**src/rtl/dbs_pkg.sv**
```systemverilog
package dbs_pkg;
  typedef enum logic [1:0] {
    BLK_NONE = 2'b00,
    BLK_RSV1 = 2'b01,
    BLK_RSV2 = 2'b10,
    BLK_AUTO = 2'b11
  } blk_mode_e;

  typedef enum logic {
    BANK_NORM  = 1'b0,
    BANK_BLINK = 1'b1
  } bank_e;
endpackage

```
**src/rtl/dbs_phase_gen.sv**
```systemverilog
module dbs_phase_gen
  import dbs_pkg::*;
(
  input  logic clk_i,
  input  logic rst_ni,
  input  logic en_i,
  input  logic auto_i,
  input  logic tick_i,
  output bank_e phase_next_o
);
  logic  auto_q;
  bank_e phase_q;
  logic  entry;

  assign entry = auto_i && !auto_q;

  // next phase includes a tick in the current cycle
  always_comb begin
    if (!auto_i || entry)  phase_next_o = BANK_NORM;
    else if (tick_i)       phase_next_o = (phase_q == BANK_NORM) ? BANK_BLINK : BANK_NORM;
    else                   phase_next_o = phase_q;
  end

  always_ff @(posedge clk_i or negedge rst_ni) begin
    if (!rst_ni) begin
      auto_q  <= 1'b0;
      phase_q <= BANK_NORM;
    end else if (!en_i) begin
      auto_q  <= 1'b0;
      phase_q <= BANK_NORM;
    end else begin
      auto_q  <= auto_i;
      phase_q <= phase_next_o;
    end
  end
endmodule

```
**src/rtl/dbs_frame_latch.sv**
```systemverilog
module dbs_frame_latch
  import dbs_pkg::*;
(
  input  logic  clk_i,
  input  logic  rst_ni,
  input  logic  en_i,
  input  logic  frame_i,
  input  bank_e target_i,
  output bank_e bank_o
);
  always_ff @(posedge clk_i or negedge rst_ni) begin
    if (!rst_ni)       bank_o <= BANK_NORM;
    else if (!en_i)    bank_o <= BANK_NORM;
    else if (frame_i)  bank_o <= target_i;
  end
endmodule

```
**src/rtl/dbs_data_mux.sv**
```systemverilog
module dbs_data_mux
  import dbs_pkg::*;
#(
  parameter int DATA_W = 16
) (
  input  bank_e             bank_i,
  input  logic [DATA_W-1:0] norm_i,
  input  logic [DATA_W-1:0] blink_i,
  output logic [DATA_W-1:0] data_o
);
  assign data_o = (bank_i == BANK_BLINK) ? blink_i : norm_i;
endmodule

```
**src/rtl/disp_bank_sel.sv**
```systemverilog
module disp_bank_sel
  import dbs_pkg::*;
#(
  parameter int DATA_W = 16
) (
  input  logic              clk_i,
  input  logic              rst_ni,
  input  logic              disp_en_i,
  input  logic              frame_i,
  input  logic              blink_tick_i,
  input  logic [1:0]        mode_i,
  input  logic              sel_i,
  input  logic [DATA_W-1:0] norm_data_i,
  input  logic [DATA_W-1:0] blink_data_i,
  output logic [DATA_W-1:0] data_o,
  output logic              bank_o
);
  logic  auto_mode;
  bank_e phase_next;
  bank_e target;
  bank_e bank_q;

  assign auto_mode = (blk_mode_e'(mode_i) == BLK_AUTO);
  assign target    = auto_mode ? phase_next : bank_e'(sel_i);

  dbs_phase_gen u_phase (
    .clk_i        (clk_i),
    .rst_ni       (rst_ni),
    .en_i         (disp_en_i),
    .auto_i       (auto_mode),
    .tick_i       (blink_tick_i),
    .phase_next_o (phase_next)
  );

  dbs_frame_latch u_latch (
    .clk_i    (clk_i),
    .rst_ni   (rst_ni),
    .en_i     (disp_en_i),
    .frame_i  (frame_i),
    .target_i (target),
    .bank_o   (bank_q)
  );

  dbs_data_mux #(.DATA_W(DATA_W)) u_mux (
    .bank_i  (bank_q),
    .norm_i  (norm_data_i),
    .blink_i (blink_data_i),
    .data_o  (data_o)
  );

  assign bank_o = (bank_q == BANK_BLINK);
endmodule

```
**config.mk**
```make
export PLATFORM = sky130hd
export DESIGN_NAME = disp_bank_sel
export DESIGN_NICKNAME = d
export VERILOG_FILES = /design/src/rtl/dbs_pkg.sv /design/src/rtl/dbs_phase_gen.sv /design/src/rtl/dbs_frame_latch.sv /design/src/rtl/dbs_data_mux.sv /design/src/rtl/disp_bank_sel.sv
export SDC_FILE = /design/constraint.sdc
export NUM_CORES = 1
export LEC_CHECK = 0
export ABC_AREA = 1
export BUFFER_PORTS_ARGS = -buffer_cell sky130_fd_sc_hd__clkbuf_2
export CAP_MARGIN = 20
export CORE_AREA = 4 4 41 43
export CTS_CLUSTER_DIAMETER = 60
export CTS_CLUSTER_SIZE = 20
export DETAILED_ROUTE_END_ITERATION = 7
export DIE_AREA = 0 0 45 47
export PLACE_DENSITY_LB_ADDON = 0.15
export SYNTH_ARGS = -nofsm -noshare
export SYNTH_HDL_FRONTEND = slang
export SYNTH_HIERARCHICAL = 1
export SYNTH_SLANG_ARGS = --single-unit
```
**constraint.sdc**
```tcl
create_clock -name clk_i -period 1.8 [get_ports clk_i]
set_clock_uncertainty 0.15 [all_clocks]
set_input_delay 0.09 -clock clk_i [delete_from_list [all_inputs] [get_ports clk_i]]
set_output_delay 0.09 -clock clk_i [all_outputs]
set_load 0.01 [all_outputs]
```
Yosys cells after proc, flatten, opt, wreduce, memory -nomap -nowiden
Index checks and enable logic that the tools add are counted.
{"block": "op_classes", "n_reduce_logical": 4, "n_eq_ne": 2, "mux": 9}
{"op": "$mux 16", "count": 1}
{"op": "$mux 1", "count": 8}
{"op": "$eq 2x2->1 const B", "count": 1}
{"op": "$logic_not 1->1", "count": 2}
{"op": "$ne 2x1->1 const B", "count": 1}
{"op": "$logic_and 1x1->1", "count": 1}
{"op": "$logic_or 1x1->1", "count": 1}
{"block": "totals", "word_cells": 18, "register_bits": 3}

Logic depth before layout (Yosys ltp)
Gate-level depths: netlist (run 1).
{"block": "logic_depth", "word_depth": 7, "ltp_mapped": 10, "depth_no_buf": 10}

Cells and area by module
Netlist (run 1), hierarchy kept.
{"mod": "dbs_data_mux", "seq_area_each_um2": 0.0, "area_per_inst_um2": 244.0, "n_inst": 1, "cells_per_inst": 52}
{"mod": "dbs_phase_gen", "seq_area_each_um2": 50.0, "area_per_inst_um2": 106.4, "n_inst": 1, "cells_per_inst": 14}
{"mod": "dbs_frame_latch", "seq_area_each_um2": 25.0, "area_per_inst_um2": 42.5, "n_inst": 1, "cells_per_inst": 5}
{"mod": "disp_bank_sel", "seq_area_each_um2": 0.0, "area_per_inst_um2": 20.0, "n_inst": 1, "cells_per_inst": 5}

Worst setup path after synthesis (run 1)
OpenSTA, ideal clock, no wires.
{"block": "synth_timing", "kind": "reg-to-output", "startpoint": "register u_latch.bank_o", "endpoint": "output port data_o[10]", "stages_incl_launch_ff": 6, "path_slack_ns": 0.681, "t_required_ns": 1.560, "arrival_ns": 0.879, "path_cell_list": "dfrtp_1 > buf_6 > inv_6 > buf_12 > nand2_1 > nand2_1"}
{"block": "synth_via", "elab_chain_len": 1}
{"item": "start, declared", "line_no": "dbs_frame_latch.sv:9", "text": "output bank_e bank_o"}
{"item": "start signal, assigned", "line_no": "dbs_frame_latch.sv:14", "text": "else if (frame_i) bank_o <= target_i;"}
{"item": "$mux 16", "line_no": "dbs_data_mux.sv:11", "text": "assign data_o = (bank_i == BANK_BLINK) ? blink_i : norm_i;"}
{"item": "end, declared", "line_no": "disp_bank_sel.sv:15", "text": "output logic [DATA_W-1:0] data_o,"}
No other way between the ends.

Final worst setup path (run 1)
{"block": "layout_timing", "startpoint": "register u_latch.bank_o", "endpoint": "output port data_o[14]"}
The elaborated chain is that of the path after synthesis.

==> results of run 1 <==
[per-stage QoR]
stage	std cells	worst slack [ps]
after floorplan	76	681
after global placement	145	514
after detailed placement	145	478
after CTS	152	213
after global routing	152	117
final	152	248
[cells in the mapped netlist]
master | n | area [um2]
inv_2 | 2 | 7.51
nand3_2 | 1 | 10.0
nor2_2 | 1 | 6.26
buf_6 | 2 | 22.5
inv_6 | 1 | 8.76
nand3_1 | 3 | 15.0
nand2_1 | 50 | 188
dfrtp_1 | 3 | 75.1
buf_12 | 1 | 20.0
inv_1 | 6 | 22.5
nand2_2 | 6 | 37.5
[metal layers]
metal  global-route usage  vias to the layer above  wire, um
met5                    0                        -         0
met4               0.0526                        0        10
met3               0.0766                        3       217
met2                0.220                       36       669
met1                0.114                      234       420
li1                     -                      343         -
[power breakdown]
group | total, uW | switching [uW] | leakage (uW) | internal [uW]
Clock | 124 | 40.3 | 0.0000150 | 83.4
Sequential | 74.6 | 4.77 | 0.0000409 | 69.9
Combinational | 144 | 70.6 | 0.000468 | 73.6
Total | 343 | 116 | 0.000524 | 227
[worst min-delay path: cells and delay by family]
family        cells  cell delay [ps]
simple gates      3              170
buf+inv           1               90
[timing repair]
action / 4_1_cts / 5_1_grt
hold endpoints to repair: 6 / 0
hold buffers: 3 / 0
setup endpoints to repair: 0 / 0
[cells in the final DEF (no fill, tap or decap)]
| cell | instances |
|---|---|
| nand2_1 | 50 |
| inv_1 | 6 |
| clkbuf_4 | 3 |
| nand3_2 | 1 |
| dlygate4sd3_1 | 3 |
| nand3_1 | 3 |
| clkbuf_2 | 56 |
| nor2_2 | 1 |
| clkbuf_1 | 1 |
| inv_6 | 1 |
| buf_4 | 1 |
| inv_2 | 2 |
| dfrtp_1 | 3 |
| nand2_2 | 6 |
[cells by family after synthesis]
| group | count (synthesis) | share of synthesized area |
|---|---|---|
| buffers and inverters | 12 | 0.197 |
| AND/OR/NAND/NOR | 61 | 0.621 |
| flip-flops | 3 | 0.182 |
[registers in the layout (all words and copies together) (netlist names)]
register	cells
u_latch/bank_o	1
u_phase/auto_q	1
u_phase/phase_q	1
[worst paths after layout]
check	to	startpoint	depth (start not counted)
min reg2reg	u_phase/phase_q$_DFF_PN0_	u_phase/phase_q$_DFF_PN0_	3
max	data_o[14]	u_latch/bank_o$_DFFE_PN0P_	4
max reg2reg	u_latch/bank_o$_DFFE_PN0P_	u_phase/phase_q$_DFF_PN0_	8
min	u_phase/phase_q$_DFF_PN0_	blink_tick_i	4
max in group asynchronous	u_phase/phase_q$_DFF_PN0_	rst_ni	2
min in group asynchronous	u_phase/auto_q$_DFF_PN0_	rst_ni	2
[layout make-up]
| type | count | share of cell area |
|---|---|---|
| timing repair buffer | 60 | 0.433 |
| multi-input combinational | 61 | 0.350 |
| sequential | 3 | 0.102 |
| inverter | 9 | 0.0529 |
| clock buffer | 4 | 0.0358 |
| tap | 15 | 0.0256 |
==> metrics, run 1 <==
status=finished, final reports clean; Vias=616; Synth Net Count=116; Avg Cell Area, Syn=5.43 um2; Final period util=0.862; crit start category=flip-flop; worst skew pair latency=240 ps; Worst path top cell family by delay=flip-flops; die width=45 um; Synth-to-Final Area Change=77.6%; Max Fclk=0.644 GHz; Finished Cell Area=733 um2; RePlAce Congestion=0.604; total negative slack=0 ps; antenna viol nets, final=0; buffer count from post-CTS setup fixing=0; Req. time, crit path=1560 ps; hold slack final=6.21 ps; CTS HTree Levels=1; Post-Syn Area=413 um2; area of the multi-input gates=256 um2; cells after synthesis=76; sequential area share after synthesis=0.182; WP buf/inv=2; die area=0.00212 mm2; Largest stage delay, worst path=590 ps; slowest CP cell=dfrtp_1; NumNets Final=178; Area after DPL=677 um2; Port Buffer Count=56; DP Wirelength=1.13 mm; Starting Density=0.317; grt ovf=0; Setup CP Type=flip-flop to primary output; Setup crit end kind=primary output; Routed WL per cell=8.68 um; Cell Rows=13; VDD IR max=254 uV; layout cells sized above 1=0.518; Leakage=0.000524 uW; Worst Tran Pin Value=426 ps; Util after Layout=0.563; WP data arrival=1310 ps; global-route wire length before repair=1.84 mm; clk root buf=clkbuf_4; Cell Chain, Critical Path=buf_4 > nand2_1 > nand2_1 > clkbuf_2; #FFs+latches synth=3; Total Routing Usage GR=0.124; final setup vio count=0; Slew Limit Fails=0; most used cell, CP=nand2_1; Hold Violations, Final=0; Clock Tree Buf Depth=2; Initial DRT Pass Iterations=4; total CTS buffers=3; io pins=57; maxcap violations=0; chip height=47 um; Pwr Density=467 mW/mm2; area of the core=0.00130 mm2; vias in the first global route=492; Final Power=343 uW; Hold Crit Class=input pin to flip-flop; fillers=136; clk slew on worst S/H paths=40 ps; count of cell types in the netlist=11; initial antenna violation count=0; Max-Slew Margin vs Limit=0.716; reg2reg setup slack=690 ps; min Tclk post-route=1550 ps; FF/Latch Area=75.1 um2; drt total wl=1.32 mm; CP max FO=12; TritonCTS Sinks=3; PostCTS Resize Cnt=0; RSZ-0062 raised after global routing=no; CTS tree=done; 1st-iter DRT viols=7; largest net degree at the start of global routing=17; vias per cell=4.05; drc violations=0; Warnings, synthesis=6; ant diodes=0
Power figures use the tool's default switching activity.
==> inputs of run 2 (changes only) <==
--- a/config.mk
+++ b/config.mk
@@ -9,10 +9,12 @@
 export BUFFER_PORTS_ARGS = -buffer_cell sky130_fd_sc_hd__clkbuf_2
 export CAP_MARGIN = 20
 export CORE_AREA = 4 4 41 43
+export CTS_BUF_LIST = sky130_fd_sc_hd__clkbuf_4 sky130_fd_sc_hd__clkbuf_8
 export CTS_CLUSTER_DIAMETER = 60
 export CTS_CLUSTER_SIZE = 20
 export DETAILED_ROUTE_END_ITERATION = 7
 export DIE_AREA = 0 0 45 47
+export HOLD_SLACK_MARGIN = 0.03
 export PLACE_DENSITY_LB_ADDON = 0.15
 export SYNTH_ARGS = -nofsm -noshare
 export SYNTH_HDL_FRONTEND = slang
==> run 2 against run 1 <==
  * Power grew 6.5%
  * Sequential power is essentially flat
  * Hold slack gained 24 ps
  * Highest routed layer unchanged
==> metrics, run 2 (same netlist as run 1, synthesis figures left out) <==
status=finished, final reports clean; VDD IR max=248 uV; die area=0.00212 mm2; chip height=47 um; Req. time, crit path=1560 ps; Area after DPL=677 um2; setup ws final=246 ps; Max-Slew Margin vs Limit=0.716; RSZ-0062 raised after global routing=no; drc violations=0; Synth-to-Final Area Change=85.8%; die width=45 um; Hold Violations, Final=0; commonest non-fill, non-tap cell in the layout=clkbuf_2; CP max FO=12; net switching power=119 uW; DP Wirelength=1.13 mm; slowest CP cell=dfrtp_1; Vias=629; Slew Limit Fails=0; most frequent cells in the layout=clkbuf_2, nand2_1, inv_1, dlygate4sd3_1, nand2_2; Routed WL per cell=8.74 um; Int Power=246 uW; Cell Chain, Critical Path=buf_4 > nand2_1 > nand2_1 > clkbuf_2; final setup vio count=0; Port Buffer Count=56; RePlAce Congestion=0.604; WP data arrival=1310 ps; CTS tree=done; combinational fraction of design power=0.408; global-route wire length before repair=1.91 mm; worst skew pair latency=240 ps; vias per cell=4.06; area of the core=0.00130 mm2; Starting Density=0.317; Cell Rows=13; crit start category=flip-flop; Max Fclk=0.644 GHz; Final Power=365 uW; CTS HTree Levels=1; total negative slack=0 ps; Final period util=0.863; Setup crit end kind=primary output; most used cell, CP=nand2_1; Switching Share=0.326; Setup CP Type=flip-flop to primary output; post-route insts no fill=155; Largest stage delay, worst path=590 ps; io pins=57; clk root buf=clkbuf_4; DP Worst Slack=478 ps; Worst Tran Pin Value=426 ps; PostCTS Resize Cnt=0; clk slew on worst S/H paths=40 ps; Finished Cell Area=767 um2; total CTS buffers=3; Hold Crit Class=input pin to flip-flop; Clock Tree Buf Depth=2; 1st-iter DRT viols=6; initial antenna violation count=0; Largest regs=u_latch/bank_o x1, u_phase/auto_q x1, u_phase/phase_q x1; TritonCTS Sinks=3; power share of the clock group=0.387; NumNets Final=181; ant diodes=0; Initial DRT Pass Iterations=4; drt total wl=1.35 mm; layout cells sized above 1=0.514; Total Routing Usage GR=0.128; Leakage=0.000538 uW; grt ovf=0; min Tclk post-route=1550 ps; largest net degree at the start of global routing=17; fillers=136; Pwr Density=476 mW/mm2; maxcap violations=0; antenna viol nets, final=0; placed insts=145; Seq pwr share=0.205; vias in the first global route=514
-- run 2: power by group through the flow --
stage,combinational (uW),clock (uW),sequential (uW)
after CTS,151,147,74.9
after floorplan,73.2,0,72.6
after global routing,167,155,75.4
after detailed placement,141,0,75.8
final,149,141,74.6
after global placement,140,0,75.4
-- run 2: repair_timing --
item	in CTS	in global routing
hold buffers	6	0
endpoints found under the setup margin	0	0
hold endpoints to repair	6	0
buffers inserted	0	0
-- run 2: worst paths after layout --
check | cells past startpoint | startpoint | slack, ps | to
setup / recovery | 4 | u_latch/bank_o$_DFFE_PN0P_ | 250 | data_o[14]
hold / removal | 5 | sel_i | 30 | u_latch/bank_o$_DFFE_PN0P_
setup reg to reg | 8 | u_phase/phase_q$_DFF_PN0_ | 680 | u_latch/bank_o$_DFFE_PN0P_
hold reg to reg | 3 | u_phase/phase_q$_DFF_PN0_ | 410 | u_phase/phase_q$_DFF_PN0_
max in group asynchronous | 3 | rst_ni | 780 | u_phase/phase_q$_DFF_PN0_
min in group asynchronous | 3 | rst_ni | 570 | u_phase/auto_q$_DFF_PN0_
-- run 2: layout make-up --
| type | instances | area (um2) | area share |
|---|---|---|---|
| clock buffers | 4 | 30.0 | 0.0392 |
| inverters | 9 | 38.8 | 0.0506 |
| multi-input cells | 61 | 256 | 0.334 |
| flip-flops and latches | 3 | 75.1 | 0.0979 |
| well taps | 15 | 18.8 | 0.0245 |
| repair buffers | 63 | 348 | 0.454 |
-- run 2: layer usage --
metal  up-vias  wire [um]  GRT usage
li1        349          -          -
met1       241        433      0.119
met2        36        693      0.229
met3         3        217     0.0766
met4         0         10     0.0526
met5         -          0          0
-- run 2: worst max-delay path: cells and delay by family, from the launching register on --
family | cells | cell delay (ps)
flip-flops | 1 | 590
buffers and inverters | 2 | 350
AND/OR/NAND/NOR | 2 | 120
-- run 2: per-stage QoR --
| step | util | hold slack, ps |
|---|---|---|
| 2_1_floorplan | - | -356 |
| 3_3_place_gp | 0.520 | -262 |
| 3_5_place_dp | 0.520 | -259 |
| 4_1_cts | 0.589 | 30.9 |
| 5_1_grt | 0.589 | 61.9 |
| 6_report | 0.589 | 30.7 |
==> inputs of run 3 (changes only) <==
--- a/config.mk
+++ b/config.mk
@@ -16,6 +16,7 @@
 export DIE_AREA = 0 0 45 47
 export HOLD_SLACK_MARGIN = 0.03
 export PLACE_DENSITY_LB_ADDON = 0.15
+export REMOVE_ABC_BUFFERS = 1
 export SYNTH_ARGS = -nofsm -noshare
 export SYNTH_HDL_FRONTEND = slang
 export SYNTH_HIERARCHICAL = 1
==> run 3 against run 2 <==
  * Core utilization shrank 1.2 points
  * Design area decreased by 2.0%
  * Clock power is 7% lower
  * Hold slack gained 12 ps
  * Flip-flop and latch count did not move
  * Via count decreased by 2.7%
  * Non-clock buffer count is 2 lower
  * Critical path depth increased by 6
  * Power decreased by 3.5%
  * Routed wire length decreased by 4.8%
  * Sequential share of layout area grew 0.20 points
  * Critical path type is now input pin to flip-flop
  * Largest cell class unchanged
==> metrics, run 3 (same netlist as run 1, synthesis figures left out) <==
most frequent cells in the layout=clkbuf_2, nand2_1, nand2_2; Synth-to-Final Area Change=82.1%; Leakage=0.000527 uW; reg2reg setup slack=160 ps; Setup CP Type=input pin to flip-flop; Slew Limit Fails=0; DP Wirelength=1.11 mm; reg-to-reg endpoint=u_latch/bank_o$_DFFE_PN0P_; drc violations=0; Pwr Density=468 mW/mm2; Finished Cell Area=752 um2; vias per cell=4.00; Total Routing Usage GR=0.129; total CTS buffers=3; min Tclk post-route=1690 ps; largest net degree at the start of global routing=17; commonest non-fill, non-tap cell in the layout=clkbuf_2; vias in the first global route=532; die area=0.00212 mm2; Max-Slew Margin vs Limit=0.691; total negative slack=0 ps; initial antenna violation count=0; Final Power=352 uW; chip height=47 um; Routed WL per cell=8.42 um; Worst Tran Pin Value=463 ps; area of the core=0.00130 mm2; final setup vio count=0; WP data arrival=1650 ps; die width=45 um; layout cells sized above 1=0.522; Cell Rows=13; CTS HTree Levels=1; Vias=612; Initial DRT Pass Iterations=4; Req. time, crit path=1760 ps; Largest regs=u_latch/bank_o x1, u_phase/auto_q x1, u_phase/phase_q x1; ant diodes=0; Port Buffer Count=56; Max Fclk=0.592 GHz; Starting Density=0.317; Setup crit end kind=flip-flop; Final period util=0.938; VDD IR max=267 uV; R2R depth=9; RR Startpoint=u_phase/phase_q$_DFF_PN0_; buffer count from post-CTS setup fixing=0; antenna viol nets, final=0; CP max FO=2; TritonCTS Sinks=3; worst skew pair latency=230 ps; Clock Tree Buf Depth=2; RePlAce Congestion=0.738; 1st-iter DRT viols=3; grt ovf=0; status=finished, final reports clean; RSZ-0062 raised after global routing=no; fillers=150; maxcap violations=0; crit start category=input pin; Hold Violations, Final=0; drt total wl=1.29 mm; Hold Crit Class=input pin to async pin; global-route wire length before repair=1.99 mm; Util after Layout=0.578; io pins=57; CTS tree=done; clk slew on worst S/H paths=40 ps; Area after DPL=677 um2; NumNets Final=179; clk root buf=clkbuf_4
==> run 3: cell count changes in the layout (fill, tap and decap cells not counted), sizes merged <==
cell	delta
clkbuf	-1
dlygate4sd3	-1
==> run 3: routing by layer <==
layer | track usage | vias up | wire, um
li1 | - | 346 | -
met1 | 0.138 | 232 | 466
met2 | 0.220 | 32 | 646
met3 | 0.0268 | 2 | 156
met4 | 0.105 | 0 | 19
met5 | 0 | - | 0
==> run 3: worst max-delay path by stage <==
| stage | startpoint | endpoint |
|---|---|---|
| floorplan | u_latch/bank_o$_DFFE_PN0P_ | data_o[0] |
| global route | blink_tick_i | u_latch/bank_o$_DFFE_PN0P_ |
| finish | blink_tick_i | u_latch/bank_o$_DFFE_PN0P_ |
| global placement | u_latch/bank_o$_DFFE_PN0P_ | data_o[7] |
| CTS | blink_tick_i | u_latch/bank_o$_DFFE_PN0P_ |
| detailed placement | u_latch/bank_o$_DFFE_PN0P_ | data_o[11] |
==> run 3: critical path, cell delays in order <==
cell	delay (ps)
dlygate4sd3_1	570
inv_2	60
nand2_2	40
nand3_2	80
inv_2	30
nand3_1	70
nand2_1	50
nand3_1	70
dlygate4sd3_1	540
nand2_1	50
==> run 3: area by class of cell <==
class	count	area, um2	share of cell area
flip-flops and latches	3	75.1	0.0998
clock buffers	4	30.0	0.0399
well taps	15	18.8	0.0250
inverters	9	38.8	0.0516
multi-input cells	61	256	0.341
repair buffers	61	333	0.443
==> run 3: per-stage QoR <==
step	std cells	setup WS [ps]	hold slack, ps
floorplan	73	601	-356
global placement	145	493	-263
detailed placement	145	451	-261
CTS	154	42.8	34.4
global route	153	23.2	45.2
finish	153	111	42.4
==> run 3: what timing repair did <==
item                                   in CTS  in global routing
setup endpoints to repair                   0                  1
endpoints found under the hold margin       6                  0
hold buffers                                5                  0
resized for setup                           0                  1
==> run 3: power by group <==
group          internal [uW]  leakage [uW]  switching, uW
Sequential              69.9     0.0000409           5.11
Combinational           75.2      0.000468           70.7
Clock                   98.0     0.0000184           33.2
Total                    243      0.000527            109
